<file path="src/rtl/mrg_pkg.sv">
package mrg_pkg;
  typedef enum logic {
    WR_IDLE = 1'b0,
    WR_RUN  = 1'b1
  } wr_state_e;
endpackage

</file>
<file path="src/rtl/mrg_edge_abort.sv">
module mrg_edge_abort (
  input  logic clk,
  input  logic rst_n,
  input  logic sys_rst,
  input  logic xfer_active,
  output logic xfer_abort
);
  logic lvl_q, lvl_d;
  logic abort_q, abort_d;

  always_comb begin
    lvl_d   = sys_rst;
    abort_d = sys_rst & ~lvl_q & xfer_active;
  end

  always_ff @(posedge clk or negedge rst_n) begin
    if (!rst_n) begin
      lvl_q   <= 1'b0;
      abort_q <= 1'b0;
    end else begin
      lvl_q   <= lvl_d;
      abort_q <= abort_d;
    end
  end

  assign xfer_abort = abort_q;
endmodule

</file>
<file path="src/rtl/mrg_xfer_gate.sv">
module mrg_xfer_gate (
  input  logic clk,
  input  logic rst_n,
  input  logic sys_rst,
  input  logic xfer_start,
  input  logic xfer_active,
  output logic xfer_en
);
  logic en_q, en_d;

  always_comb begin
    if (sys_rst)         en_d = 1'b0;
    else if (xfer_start) en_d = 1'b1;
    else                 en_d = en_q & xfer_active;
  end

  always_ff @(posedge clk or negedge rst_n) begin
    if (!rst_n) en_q <= 1'b0;
    else        en_q <= en_d;
  end

  assign xfer_en = en_q;
endmodule

</file>
<file path="src/rtl/mrg_write_timer.sv">
module mrg_write_timer #(
  parameter int WR_CYCLES = 500_000
) (
  input  logic clk,
  input  logic rst_n,
  input  logic launch,
  output logic wr_start,
  output logic wr_busy
);
  import mrg_pkg::*;

  localparam int CNT_W = (WR_CYCLES > 2) ? $clog2(WR_CYCLES) : 1;
  localparam logic [CNT_W-1:0] LAST = CNT_W'(WR_CYCLES - 1);

  wr_state_e        st_q, st_d;
  logic [CNT_W-1:0] left_q, left_d;
  logic             pulse_q, pulse_d;
  logic             cnt_en;

  always_comb begin
    st_d    = st_q;
    left_d  = left_q;
    pulse_d = 1'b0;
    cnt_en  = 1'b0;
    unique case (st_q)
      WR_IDLE: begin
        if (launch) begin
          st_d    = WR_RUN;
          left_d  = LAST;
          pulse_d = 1'b1;
          cnt_en  = 1'b1;
        end
      end
      WR_RUN: begin
        cnt_en = 1'b1;
        if (left_q == '0) st_d = WR_IDLE;
        else              left_d = left_q - 1'b1;
      end
      default: st_d = WR_IDLE;
    endcase
  end

  always_ff @(posedge clk or negedge rst_n) begin
    if (!rst_n) begin
      st_q    <= WR_IDLE;
      pulse_q <= 1'b0;
    end else begin
      st_q    <= st_d;
      pulse_q <= pulse_d;
    end
  end

  always_ff @(posedge clk or negedge rst_n) begin
    if (!rst_n)      left_q <= '0;
    else if (cnt_en) left_q <= left_d;
  end

  assign wr_start = pulse_q;
  assign wr_busy  = (st_q == WR_RUN);
endmodule

</file>
<file path="src/rtl/mem_rst_guard.sv">
module mem_rst_guard #(
  parameter int WR_CYCLES = 500_000
) (
  input  logic clk,
  input  logic rst_n,
  input  logic sys_rst,
  input  logic xfer_start,
  input  logic xfer_active,
  input  logic wr_req,
  output logic xfer_abort,
  output logic xfer_en,
  output logic wr_start,
  output logic wr_busy
);
  logic [1:0] rs_q;
  logic       rst_s_n;
  logic       launch;

  always_ff @(posedge clk or negedge rst_n) begin
    if (!rst_n) rs_q <= 2'b00;
    else        rs_q <= {rs_q[0], 1'b1};
  end
  assign rst_s_n = rs_q[1];

  // reset wins over a same-cycle request; a running write refuses new ones
  assign launch = wr_req & ~sys_rst & ~wr_busy;

  mrg_edge_abort u_abort (
    .clk(clk), .rst_n(rst_s_n), .sys_rst(sys_rst),
    .xfer_active(xfer_active), .xfer_abort(xfer_abort)
  );

  mrg_xfer_gate u_gate (
    .clk(clk), .rst_n(rst_s_n), .sys_rst(sys_rst),
    .xfer_start(xfer_start), .xfer_active(xfer_active), .xfer_en(xfer_en)
  );

  mrg_write_timer #(.WR_CYCLES(WR_CYCLES)) u_wr (
    .clk(clk), .rst_n(rst_s_n), .launch(launch),
    .wr_start(wr_start), .wr_busy(wr_busy)
  );
endmodule

</file>
<file path="config.mk">
export PLATFORM = sky130hd
export DESIGN_NAME = mem_rst_guard
export DESIGN_NICKNAME = d
export VERILOG_FILES = /design/src/rtl/mrg_pkg.sv /design/src/rtl/mrg_edge_abort.sv /design/src/rtl/mrg_xfer_gate.sv /design/src/rtl/mrg_write_timer.sv /design/src/rtl/mem_rst_guard.sv
export SDC_FILE = /design/constraint.sdc
export NUM_CORES = 1
export LEC_CHECK = 0
export ABC_CLOCK_PERIOD_IN_PS = 2000
export BUFFER_PORTS_ARGS = -buffer_cell sky130_fd_sc_hd__buf_2
export CAP_MARGIN = 0
export CORE_UTILIZATION = 60
export CTS_CLUSTER_DIAMETER = 60
export DETAILED_ROUTE_END_ITERATION = 16
export GPL_TIMING_DRIVEN = 0
export HOLD_SLACK_MARGIN = 0.12
export PLACE_DENSITY = 0.8
export SLEW_MARGIN = 10
export SYNTH_ARGS = -nofsm -noshare
export SYNTH_HDL_FRONTEND = slang
export SYNTH_SLANG_ARGS = --single-unit
</file>
<file path="constraint.sdc">
create_clock -name clk -period 2 [get_ports clk]
set_clock_uncertainty 0.2 [all_clocks]
set_input_delay 0.1 -clock clk [delete_from_list [all_inputs] [get_ports clk]]
set_output_delay 0.1 -clock clk [all_outputs]
set_load 0.005 [all_outputs]
</file>
==> metrics.cfg <==
[run_status]
violations = setup timing
status = complete, but fails checks

[timing]
finalHoldViolations = 0
setup_viol = 2
fmax_ghz = 0.4948
rsz0062_at_grt = true
worst_pin_slew_ns = 0.9254
min_period_over_period_pct = 101.1
slew-limit-headroom_pct = 38.31
layout_setup_ws_ns = -0.02103
drv_slew = 0
min_period_ns = 2.021

[floorplanning]
initial_utilization_pct = 65.69
dieArea_um2 = 2383
die_h_um = 48.82
die_x_um = 48.82
fp.coreArea_um2 = 2002
ioPinCount = 10
placementRows = 16

[cells_and_area]
final_cell_mix = 22 x dfrtp_1, 10 x buf_2, 8 x nor2_1, 8 x nand3_1
mostFrequentLayoutCell = dfrtp_1
post-route-util_pct = 81.13
area_growth_pct = 23.50
diodes = 0
fin_nets = 159
drive_gt1_share_pct = 28.00

[synthesis]
synth-edff-count = 0
ys_seq_area_share_pct = 49.48
netlist_instances = 125
yosysUniqueCellTypes = 40
synth.largest_area_cell = dfrtp_1
synth-seq-cells = 26
syn-num-nets = 132
yosysTopAreaCellShare_pct = 49.48
synth_area_um2 = 1315
ys_top_cells_by_area = dfrtp_1 49%, mux2i_1 4.6%, o31ai_1 4.0%, nand3_1 3.0%, nand2b_1 2.9%
synth.avg_cell_area_um2 = 10.52
synthArstFlopShare_pct = 100.0
synth-warning-count = 0
ys.flop_type = dfrtp_1

[global_routing]
grt_pass1_wl_um = 4850
grt_max_degree = 25
grt_use_total_pct = 27.08
grt_pass1_vias = 1039
antenna_found_initial = 0
grt_overflow = 0

[setup_path]
criticalPathCategory = flop to flop
worst_setup_path_start_kind = flop
arrival_ns = 2.08
crit_fanout = 6
crit_required_ns = 2.06
endpoint_kind = flop

[power]
p_seq_share_pct = 69.3
power_switching_mw = 0.1826
ir_drop_uv = 444.0
finalPower_mw = 0.8149
swShare_pct = 22.41
p_leak_nw = 0.6565
clockPowerShare_pct = 26.0
powerDensity_nw_per_um2 = 501.8
p_int_mw = 0.6323
comb_power_share_pct = 4.7

[job]
drv_cap = 0

[clock_network]
insertion_delay_ns = 0.32
cts_max_level = 1
tritoncts = yes
numCtsBuffers = 3
cts_buffer_depth = 2
clk_pin_slew_ns = 0.13
clock_sinks = 26
root_buffer = clkbuf_4

[placed_design]
gp_congestion = 0.8412
dp_hpwl_um = 1880
io_buffers = 9

[worst_hold_path]
hold_class = flop to flop

[routing]
ant_nets = 0
vias = 1156
drc = 0
drt_pass1_iterations = 4
viasPerCell = 6.531
wl_per_cell_um = 18.14
drt-initial-drc-count = 45
wl_um = 3210

==> layer usage <==
layer / routed length [µm] / GRT usage, %
met1: 1307 / 35.56
met4: 92 / 10.29
met3: 141 / 2.804
met5: 0 / 0
met2: 1669 / 46.30
==> stage by stage <==
step / setup TNS (ns) / setup WS (ns) / cells / hold slack (ns) / cell area (µm²)
3_3_place_gp: -0.4214 / -0.09921 / 161 / -0.3153 / 1394
5_1_grt: -0.7205 / -0.1075 / 177 / 0.1834 / 1624
4_1_cts: 0 / 0.001950 / 172 / 0.1651 / 1509
6_report: -0.02902 / -0.02103 / 177 / 0.1752 / 1624
2_1_floorplan: 0 / 0.1350 / 125 / -0.3956 / 1315
3_5_place_dp: -0.5057 / -0.1416 / 161 / -0.3131 / 1394
==> flip-flops by register name, indices dropped and copies added (netlist names) <==
name	count
rs_q	2
u_abort.lvl_q	1
u_wr.wr_busy	1
u_gate.xfer_en	1
u_abort.xfer_abort	1
u_wr.left_q	19
u_wr.wr_start	1
==> critical path: stages (launching register included) <==
cell and delay, ns:
dfrtp_2 0.47, nor4_4 0.42, nand4_2 0.23, or4_1 0.53, nand3_1 0.12
==> cells by family after synthesis <==
| group | synth area share, % |
|---|---|
| buffers and inverters | 1.807 |
| flip-flops | 49.48 |
| AND/OR/NAND/NOR | 31.11 |
| adder cells (fa/ha/maj) | 0.9513 |
| AO/OA/AOI/OAI | 11.80 |
| other | 0.2852 |
| multiplexers | 4.567 |
==> timing repair <==
item	4_1_cts	5_1_grt
buffers inserted	2	5
pin swaps	2	4
resized for setup	4	16
gates cloned	0	0
hold endpoints to repair	6	0
hold buffers	6	0
endpoints found under the setup margin	10	18
==> layout make-up <==
class                      count  area [µm²]
multi-input combinational     93       730.7
sequential                    26       655.6
fill                         115       377.9
timing repair buffer          22       157.7
tap                           27       33.78
clock buffer                   3       22.52
inverter                       4       15.01
buffer                         2       8.758
==> synth_stat cells (2+ instances only) <==
| cell type | n |
|---|---|
| dfrtp_1 | 26 |
| nand3_1 | 8 |
| nor2_1 | 8 |
| o31ai_1 | 7 |
| mux2i_1 | 6 |
| nand2_1 | 6 |
| nand2b_1 | 6 |
| a21oi_1 | 5 |
| or4_1 | 5 |
| inv_1 | 4 |
| nor3_1 | 4 |
| o21ai_0 | 4 |
| or3_1 | 4 |
| nand4_1 | 3 |
| a211o_1 | 2 |
| nor2b_1 | 2 |
| nor4_1 | 2 |
==> power by group through the flow <==
stage               Combinational, mW  Sequential (mW)  Clock (mW)
global route                   0.0420            0.568       0.234
floorplan                      0.0135            0.567           0
global placement               0.0227            0.571           0
CTS                            0.0336            0.563       0.216
detailed placement             0.0240            0.572           0
finish                         0.0386            0.564       0.212
==> final timing paths <==
kind                           startpoint         endpoint  slack (ns)  depth (start not counted)
max                        u_wr.left_q[9]  u_wr.left_q[13]       -0.02                          4
min                               rs_q[0]          rs_q[1]        0.18                          0
max reg2reg                u_wr.left_q[9]  u_wr.left_q[13]       -0.02                          4
min reg2reg                       rs_q[0]          rs_q[1]        0.18                          0
max in group asynchronous         rs_q[1]   u_wr.left_q[9]        0.77                          0
min in group asynchronous         rs_q[1]  u_wr.left_q[13]        0.19                          0
Power figures use the tool's default switching activity.
